### config.mk
export PLATFORM = sky130hd
export DESIGN_NAME = pwm_tick_gen
export DESIGN_NICKNAME = d
export VERILOG_FILES = /design/src/rtl/pwm_tick_pkg.sv /design/src/rtl/pwm_prescaler.sv /design/src/rtl/pwm_scaler.sv /design/src/rtl/pwm_chan_sel.sv /design/src/rtl/pwm_tick_gen.sv
export SDC_FILE = /design/constraint.sdc
export NUM_CORES = 1
export LEC_CHECK = 0
export ABC_AREA = 1
export BUFFER_PORTS_ARGS = -buffer_cell sky130_fd_sc_hd__buf_4
export CORE_MARGIN = 8
export CORE_UTILIZATION = 30
export DETAILED_ROUTE_END_ITERATION = 16
export SYNTH_ARGS = -nofsm -noshare
export SYNTH_HDL_FRONTEND = slang
export SYNTH_SLANG_ARGS = --single-unit
### constraint.sdc
create_clock -name clk -period 4.4 [get_ports clk]
set_input_delay 0.66 -clock clk [delete_from_list [all_inputs] [get_ports clk]]
set_output_delay 0.66 -clock clk [all_outputs]
set_load 0.1 [all_outputs]
### src/rtl/pwm_tick_pkg.sv
package pwm_tick_pkg;
  localparam int unsigned NSIDE = 2;

  // Side index serving a channel: pairs of channels alternate between sides.
  function automatic int unsigned side_of(input int unsigned ch);
    return (ch / 2) % NSIDE;
  endfunction
endpackage

### src/rtl/pwm_prescaler.sv
module pwm_prescaler #(
  parameter int unsigned CNT_W = 7,
  parameter int unsigned SEL_W = 3,
  parameter int unsigned NSIDE = 2
) (
  input  logic                        clk,
  input  logic                        rst,
  input  logic                        run_i,
  input  logic [NSIDE-1:0][SEL_W-1:0] sel_i,
  output logic [NSIDE-1:0]            tick_o
);
  logic [CNT_W-1:0] cnt;

  always_ff @(posedge clk) begin
    if (rst)        cnt <= '0;
    else if (run_i) cnt <= cnt + 1'b1;
  end

  for (genvar s = 0; s < NSIDE; s++) begin : g_side
    logic [CNT_W:0] span;
    logic           hit;
    assign span = ((CNT_W+1)'(1) << sel_i[s]) - 1'b1;
    assign hit  = &(cnt | ~span[CNT_W-1:0]);

    always_ff @(posedge clk) begin
      if (rst) tick_o[s] <= 1'b0;
      else     tick_o[s] <= run_i & hit;
    end


    tick_halt_chk: assert property (@(posedge clk) disable iff (rst)
      tick_o[s] |-> $past(run_i));
  end
endmodule

### src/rtl/pwm_scaler.sv
module pwm_scaler #(
  parameter int unsigned VAL_W = 8
) (
  input  logic             clk,
  input  logic             rst,
  input  logic             tick_i,
  input  logic             wr_i,
  input  logic [VAL_W-1:0] val_i,
  output logic             pulse_o
);
  localparam int unsigned CW = VAL_W + 1;

  logic [CW-1:0] n_eff;
  logic [CW:0]   twice;
  logic [CW-1:0] load;
  logic [CW-1:0] cnt;

  assign n_eff = (val_i == '0) ? (CW)'(1) << VAL_W : {1'b0, val_i};
  assign twice = {n_eff, 1'b0};
  assign load  = CW'(twice - 1'b1);

  always_ff @(posedge clk) begin
    if (rst) begin
      cnt     <= '0;
      pulse_o <= 1'b0;
    end else if (wr_i) begin
      cnt     <= load;
      pulse_o <= 1'b0;
    end else if (tick_i) begin
      if (cnt == '0) begin
        cnt     <= load;
        pulse_o <= 1'b1;
      end else begin
        cnt     <= cnt - 1'b1;
        pulse_o <= 1'b0;
      end
    end else begin
      pulse_o <= 1'b0;
    end
  end


  scl_src_chk: assert property (@(posedge clk) disable iff (rst)
    pulse_o |-> $past(tick_i));

  scl_gap_chk: assert property (@(posedge clk) disable iff (rst)
    pulse_o |=> !pulse_o);

  reload_quiet_chk: assert property (@(posedge clk) disable iff (rst)
    $past(wr_i) |-> !pulse_o);
endmodule

### src/rtl/pwm_chan_sel.sv
module pwm_chan_sel
  import pwm_tick_pkg::*;
#(
  parameter int unsigned NUM_CH = 8
) (
  input  logic              clk,
  input  logic              rst,
  input  logic [NUM_CH-1:0] en_i,
  input  logic [NUM_CH-1:0] src_i,
  input  logic [NSIDE-1:0]  pre_i,
  input  logic [NSIDE-1:0]  scl_i,
  output logic [NUM_CH-1:0] tick_o
);
  for (genvar c = 0; c < NUM_CH; c++) begin : g_ch
    localparam int unsigned SD = side_of(c);
    always_ff @(posedge clk) begin
      if (rst) tick_o[c] <= 1'b0;
      else     tick_o[c] <= en_i[c] & (src_i[c] ? scl_i[SD] : pre_i[SD]);
    end


    chan_gate_chk: assert property (@(posedge clk) disable iff (rst)
      tick_o[c] |-> $past(en_i[c]));
  end
endmodule

### src/rtl/pwm_tick_gen.sv
module pwm_tick_gen
  import pwm_tick_pkg::*;
#(
  parameter int unsigned NUM_CH = 8,
  parameter int unsigned SEL_W  = 3,
  parameter int unsigned VAL_W  = 8,
  parameter int unsigned CNT_W  = (1 << SEL_W) - 1
) (
  input  logic              clk,
  input  logic              rst,
  input  logic              freeze_i,
  input  logic              frz_gate_i,
  input  logic [NUM_CH-1:0] ch_en_i,
  input  logic [NUM_CH-1:0] src_scaled_i,
  input  logic [SEL_W-1:0]  pre_sel_a_i,
  input  logic [SEL_W-1:0]  pre_sel_b_i,
  input  logic [VAL_W-1:0]  scale_a_i,
  input  logic              scale_a_wr_i,
  input  logic [VAL_W-1:0]  scale_b_i,
  input  logic              scale_b_wr_i,
  output logic [NUM_CH-1:0] ch_tick_o
);
  logic                        halted;
  logic                        run;
  logic [NSIDE-1:0][SEL_W-1:0] sel;
  logic [NSIDE-1:0][VAL_W-1:0] val;
  logic [NSIDE-1:0]            wr;
  logic [NSIDE-1:0]            pre_tick;
  logic [NSIDE-1:0]            scl_tick;

  assign halted = frz_gate_i & freeze_i;
  assign run    = (|ch_en_i) & ~halted;
  assign sel    = {pre_sel_b_i, pre_sel_a_i};
  assign val    = {scale_b_i, scale_a_i};
  assign wr     = {scale_b_wr_i, scale_a_wr_i};

  pwm_prescaler #(.CNT_W(CNT_W), .SEL_W(SEL_W), .NSIDE(NSIDE)) u_pre (
    .clk(clk), .rst(rst), .run_i(run), .sel_i(sel), .tick_o(pre_tick)
  );

  for (genvar s = 0; s < NSIDE; s++) begin : g_scl
    pwm_scaler #(.VAL_W(VAL_W)) u_scl (
      .clk(clk), .rst(rst), .tick_i(pre_tick[s]), .wr_i(wr[s]),
      .val_i(val[s]), .pulse_o(scl_tick[s])
    );
  end

  pwm_chan_sel #(.NUM_CH(NUM_CH)) u_sel (
    .clk(clk), .rst(rst), .en_i(ch_en_i), .src_i(src_scaled_i),
    .pre_i(pre_tick), .scl_i(scl_tick), .tick_o(ch_tick_o)
  );


  frz_quiet_chk: assert property (@(posedge clk) disable iff (rst)
    ($past(halted, 1) && $past(halted, 2) && $past(halted, 3)) |-> (ch_tick_o == '0));
endmodule

==> flow_metrics.tcl, run 1 <==
set metrics [dict create \
    status "completed" \
    slowest_stage "o21ai_0" \
    ir_drop_mv 0.125 \
    synth.yosys.warnings 0 \
    crit_fanout 11 \
    worst-setup-path-type "in2reg" \
    crit_chain "buf_4 > nor4_1 > nand2_1 > o21ai_0 > inv_1 > nor2_1 > nor2_1" \
    cts_tree "built" \
    hp-class "reg2reg" \
    syn_area_um2 2290 \
    power_frac_comb 0.239 \
    grt_util_all_layers 0.109 \
    regArea_um2 741 \
    startpoint_type "input pin" \
    overflow 0 \
    rows 32 \
    grt_setup_unrepaired "false" \
    postSynthCellCount 341 \
    nNetsFinal 442 \
    insertion_delay_ns 0.30 \
    drt_wl_total_um 5680 \
    p_leak_nw 1.29 \
    critical-path-max-stage-delay_ns 0.38 \
    layout_min_cycle_time_ns 1.91 \
    numCtsBuffers 5 \
    required_ns 4.58 \
    ys_ff_latch 37 \
    hold_slack_ns 0.479 \
    die_x_um 103 \
    core_um2 7570 \
    finalHoldViolCount 0 \
    synth_top_area_cell "dfxtp_1" \
    ys_types 32 \
    design_area_um2 2860 \
    ctsLongestPathBuffers 2 \
    max_freq_mhz 524 \
    grt_max_degree 20 \
    drv_slew 0 \
    p_sw_frac 0.321 \
    clk_pin_slew_ns 0.07 \
    multi_input_area_um2 1350 \
    design.portCount 52 \
    power_frac_seq 0.463 \
    ant_nets 0 \
    pwr-share-clk 0.299 \
    timing.rr.start "g_scl[1].u_scl.cnt[0]" \
    vias 2310 \
    finalSetupViolCount 0 \
    start_util 0.302 \
    worstMarginPinSlew_ns 0.991 \
    postPlaceCellArea_um2 2770 \
    layout-drive-gt1-share 0.193 \
    slew_headroom 0.332 \
    via_per_inst 4.66 \
    post_cts_resized 0 \
    syn_to_final_growth_pct 24.9 \
    cts-hold-fix-buffers 0 \
    grt_pass1_vias 2232 \
    powerDensity_nw_per_um2 281 \
    gp_congestion 0.814 \
    synth_top_cell_area_share 0.324 \
    yosysSeqAreaShare 0.324 \
    p_sw_w 0.000258 \
    p_total_w 0.000803 \
    grt_pass1_wl_um 9530 \
    arrival_ns 2.09 \
    antenna_found_initial 0 \
    synthTopCellsByArea "dfxtp_1 32%, nand2_1 11%, o21ai_0 8.5%" \
    min-delay-start "g_scl[0].u_scl.cnt[0]" \
    drv_cap 0 \
    wire_per_inst_um 11.5 \
    cts_sinks 37 \
    drtIter0Drc 102 \
    portBuffers 51 \
    fin_skew_ns 0.00931 \
    fillCellCount 810 \
    avgSynthCellArea_um2 6.71 \
    drc 0 \
    dieArea_um2 10700 \
    post-route-period-util 0.434 \
    crit_path_end_kind "register" \
    cts_root_buffer "clkbuf_8" \
    dp_hpwl_um 4460 \
    crit_top_cell "nor2_1" \
    drt_first_pass_iters 4 \
    worst_setup_path_startpoint "ch_en_i[5]" \
    postCtsSetupRepairBufs 0 \
    crit_buf_inv 2 \
    n_antenna_cell 0 \
    synth_nets 390 \
    die_h_um 103 \
    htreeDepth 2 \
    path_delay_family "simple AND/OR/NAND/NOR gates" \
    internal_power_w 0.000545 \
    finalSetupTns_ns 0 \
    final_core_util 0.378 \
]
==> synthesized netlist by cell type (all sizes together) <==
cell and number:
nor3 5, ha 5, o31ai 1, a21boi 1
xor2 14, nand3b 1, o21ai 41, nor2 39
a21oi 30, a21o 1, nor4 6, nand2 73
buf 4, dfxtp 37, inv 45, o22ai 1
a31oi 1, nand3 17, nand4 7, xnor2 6
clkbuf 2, o211ai 4
==> final timing paths <==
kind / slack (ns) / depth (start not counted) / end
setup reg to reg: 2.77 / 10 / g_scl[1].u_scl.cnt[1]
hold reg to reg: 0.48 / 1 / g_scl[0].u_scl.cnt[0]
hold / removal: 0.48 / 1 / g_scl[0].u_scl.cnt[0]
setup / recovery: 2.49 / 7 / u_pre.cnt[1]
==> state kept, by name, indices dropped and copies added, names as in the netlist <==
register / flops
g_scl.u_scl.cnt: 18
g_scl.u_scl.pulse_o: 2
u_pre.cnt: 7
u_pre.tick_o: 2
u_sel.tick_o: 8
==> cell families (layout without fill, tap and decap cells) <==
family	count (synthesis)	after routing	synth area share
fa+ha+maj	5	5	0.0273
flops	37	37	0.324
buf+inv	51	104	0.0875
compound gates	80	80	0.201
xor+xnor	20	20	0.0765
simple gates	148	148	0.284
==> cell type report <==
class	count	share of cell area
Clock buffer	5	0.0241
Clock inverter	3	0.00613
Inverter	45	0.0608
Multi-Input combinational cell	253	0.471
Sequential cell	37	0.259
Tap cell	102	0.0446
Timing Repair Buffer	51	0.134
==> power groups by stage <==
stage / Clock, W / Sequential [W] / Combinational, W
2_1_floorplan: 0 / 0.000377 / 0.000129
4_1_cts: 0.000247 / 0.000371 / 0.000194
5_1_grt: 0.000260 / 0.000375 / 0.000216
3_5_place_dp: 0 / 0.000379 / 0.000192
3_3_place_gp: 0 / 0.000379 / 0.000190
6_report: 0.000240 / 0.000372 / 0.000192
==> routing by layer <==
layer / share of wire / GRT usage
met5: 0 / 0
met3: 0.055 / 0.0288
met1: 0.45 / 0.125
met2: 0.48 / 0.192
met4: 0.014 / 0.0334
==> cells in the final DEF, fill, tap and decap left out <==
master       n
nor3_1       5
nand2_2      4
dfxtp_1     37
nor2_1      35
clkinvlp_4   1
nor4_1       6
ha_1         5
a21o_1       1
inv_1       43
o211ai_1     4
a31oi_1      1
nand4_1      7
o21ai_1      1
nand3_1     16
a21oi_4      2
xor2_1      14
clkinv_2     2
inv_4        2
clkbuf_8     5
a21oi_2      2
o22ai_2      1
a21boi_0     1
xnor2_1      6
nor2_2       3
nand3_2      1
nand2_1     69
a21oi_1     26
nor2_4       1
o21ai_0     39
buf_4       51
o21ai_2      1
o31ai_1      1
nand3b_1     1
==> per-stage QoR <==
| step | worst slack (ns) | std cells |
|---|---|---|
| after floorplan | 2.72 | 341 |
| after global placement | 2.18 | 488 |
| after detailed placement | 2.17 | 488 |
| after CTS | 2.48 | 496 |
| after global routing | 2.24 | 496 |
| final | 2.49 | 496 |
Power figures use the tool's default switching activity.
==> run 2: changes to the inputs <==
Clock period 4.4 ns to 1.85 ns, I/O delays scaled along.
==> flow_metrics.tcl, run 2 (same netlist as run 1, synthesis figures left out) <==
set metrics [dict create \
    crit_fanout 9 \
    cts_root_buffer "clkbuf_8" \
    antenna_found_initial 0 \
    vias 2333 \
    largest_reg_flops 18 \
    status "completed" \
    drc 0 \
    cts_tree "built" \
    worstMarginPinSlew_ns 0.589 \
    layout_commonest_cell "nand2_1" \
    fillCellCount 810 \
    arrival_ns 1.78 \
    mostFrequentLayoutCells "69 x nand2_1, 54 x buf_4, 43 x inv_1, 39 x o21ai_0, 37 x dfxtp_1" \
    worst-setup-path-type "reg2reg" \
    grt_pass1_vias 2283 \
    crit_top_cell "inv_1" \
    crit_path_end_kind "register" \
    hp-class "in2reg" \
    hold_end "u_pre.tick_o[0]" \
    wl_met1_um 2500 \
    max_freq_mhz 626 \
    post-route-period-util 0.863 \
    finalHoldViolCount 0 \
    nNetsFinal 445 \
    fin_skew_ns 0.00221 \
    n_antenna_cell 0 \
    worst_slack_ns 0.254 \
    layout_min_cycle_time_ns 1.60 \
    route.met2.wl_um 2870 \
    grt_max_degree 20 \
    post_cts_resized 0 \
    design.portCount 52 \
    dieArea_um2 10700 \
    cts-hold-fix-buffers 0 \
    worst_setup_path_startpoint "g_scl[1].u_scl.cnt[0]" \
    ctsLongestPathBuffers 2 \
    numCtsBuffers 5 \
    min-delay-start "pre_sel_a_i[2]" \
    dp_slack_ns 0.253 \
    p_leak_nw 1.31 \
    syn_to_final_growth_pct 25.8 \
    ant_nets 0 \
    timing.rr.start "g_scl[1].u_scl.cnt[0]" \
    insertion_delay_ns 0.28 \
    finalSetupViolCount 0 \
    via_per_inst 4.68 \
    largestRegisters "g_scl.u_scl.cnt: 18 flops, u_sel.tick_o: 8 flops, u_pre.cnt: 7 flops" \
    clk_pin_slew_ns 0.07 \
    r2r_cells 10 \
    postCtsSetupRepairBufs 0 \
    drv_slew 0 \
    final_core_util 0.380 \
    required_ns 2.04 \
    critical-path-max-stage-delay_ns 0.35 \
    grt_setup_unrepaired "false" \
    start_util 0.302 \
    dp_hpwl_um 4510 \
    grt_pass1_wl_um 9490 \
    drt_wl_total_um 5750 \
    drv_cap 0 \
    r2r_slack_ns 0.25 \
    htreeDepth 2 \
    die_h_um 103 \
    grt_util_all_layers 0.109 \
    r2r_end "g_scl[1].u_scl.cnt[1]" \
    gp_congestion 0.815 \
    drt_first_pass_iters 7 \
    die_x_um 103 \
    slowest_stage "dfxtp_1" \
    drtIter0Drc 76 \
    cts_sinks 37 \
    hold_depth 2 \
    portBuffers 51 \
    wire_per_inst_um 11.5 \
    slew_headroom 0.607 \
    core_um2 7570 \
    ir_drop_mv 0.274 \
    largest_register "g_scl.u_scl.cnt" \
    route.met3.wl_um 309 \
    topRoutingLayerUsed "met4" \
    overflow 0 \
    startpoint_type "register" \
    layout-drive-gt1-share 0.196 \
    crit_chain "inv_1 > ha_1 > nand2_2 > nor2_4 > a21oi_4 > inv_4 > a21oi_1 > o21ai_0 > nand2_1 > inv_1" \
    rows 32 \
    powerDensity_nw_per_um2 656 \
    finalSetupTns_ns 0 \
]
run 2: changes by cell type in the layout (fill, tap and decap cells not counted):
cell / change
buf_4: +3
clkbuf_1: +1
clkinvlp_4: -1
run 2: layout make-up:
type / instances / area (um^2) / share of cell area
Clock inverter: 2 / 10.0 / 0.00348
Clock buffer: 6 / 72.6 / 0.0252
Tap cell: 102 / 128 / 0.0443
Sequential cell: 37 / 741 / 0.257
Timing Repair Buffer: 54 / 405 / 0.141
Multi-Input combinational cell: 253 / 1350 / 0.468
Inverter: 45 / 174 / 0.0604
run 2: routing by layer:
layer,up-vias,global-route usage
met5,-,0
met4,0,0.0412
met3,6,0.0228
met2,45,0.194
met1,1055,0.124
li1,1227,-
run 2: worst max path at each step:
stage,end,cells past startpoint
after floorplan,g_scl[1].u_scl.cnt[1],10
after global placement,u_pre.tick_o[0],7
after detailed placement,u_pre.cnt[3],7
after CTS,g_scl[0].u_scl.cnt[3],8
after global routing,g_scl[1].u_scl.cnt[1],10
final,g_scl[1].u_scl.cnt[1],10
run 2: metrics by stage:
step                hold slack (ns)  area [um^2]  total power, W  std cells
finish                        0.184         2880         0.00189        499
global route                  0.174         2880         0.00202        499
CTS                           0.173         2880         0.00192        499
detailed placement            0.474         2800         0.00137        491
global placement              0.457         2800         0.00136        491
floorplan                     0.353         2290         0.00120        341
run 2: power by group:
group / total [W] / leakage, nW / internal (W) / switching [W]
Clock: 0.000540 / 0.0450 / 0.000261 / 0.000279
Sequential: 0.000885 / 0.303 / 0.000842 / 0.0000432
Combinational: 0.000464 / 0.957 / 0.000201 / 0.000264
Total: 0.00189 / 1.31 / 0.00130 / 0.000586
run 2: worst max-delay path: cells and delay by family (launching register included):
kind	cells	cell delay (ns)
buffers and inverters	3	0.21
DFF	1	0.35
AOI/OAI and AO/OA	3	0.47
adders and majority gates	1	0.25
and+or+nand+nor	3	0.24
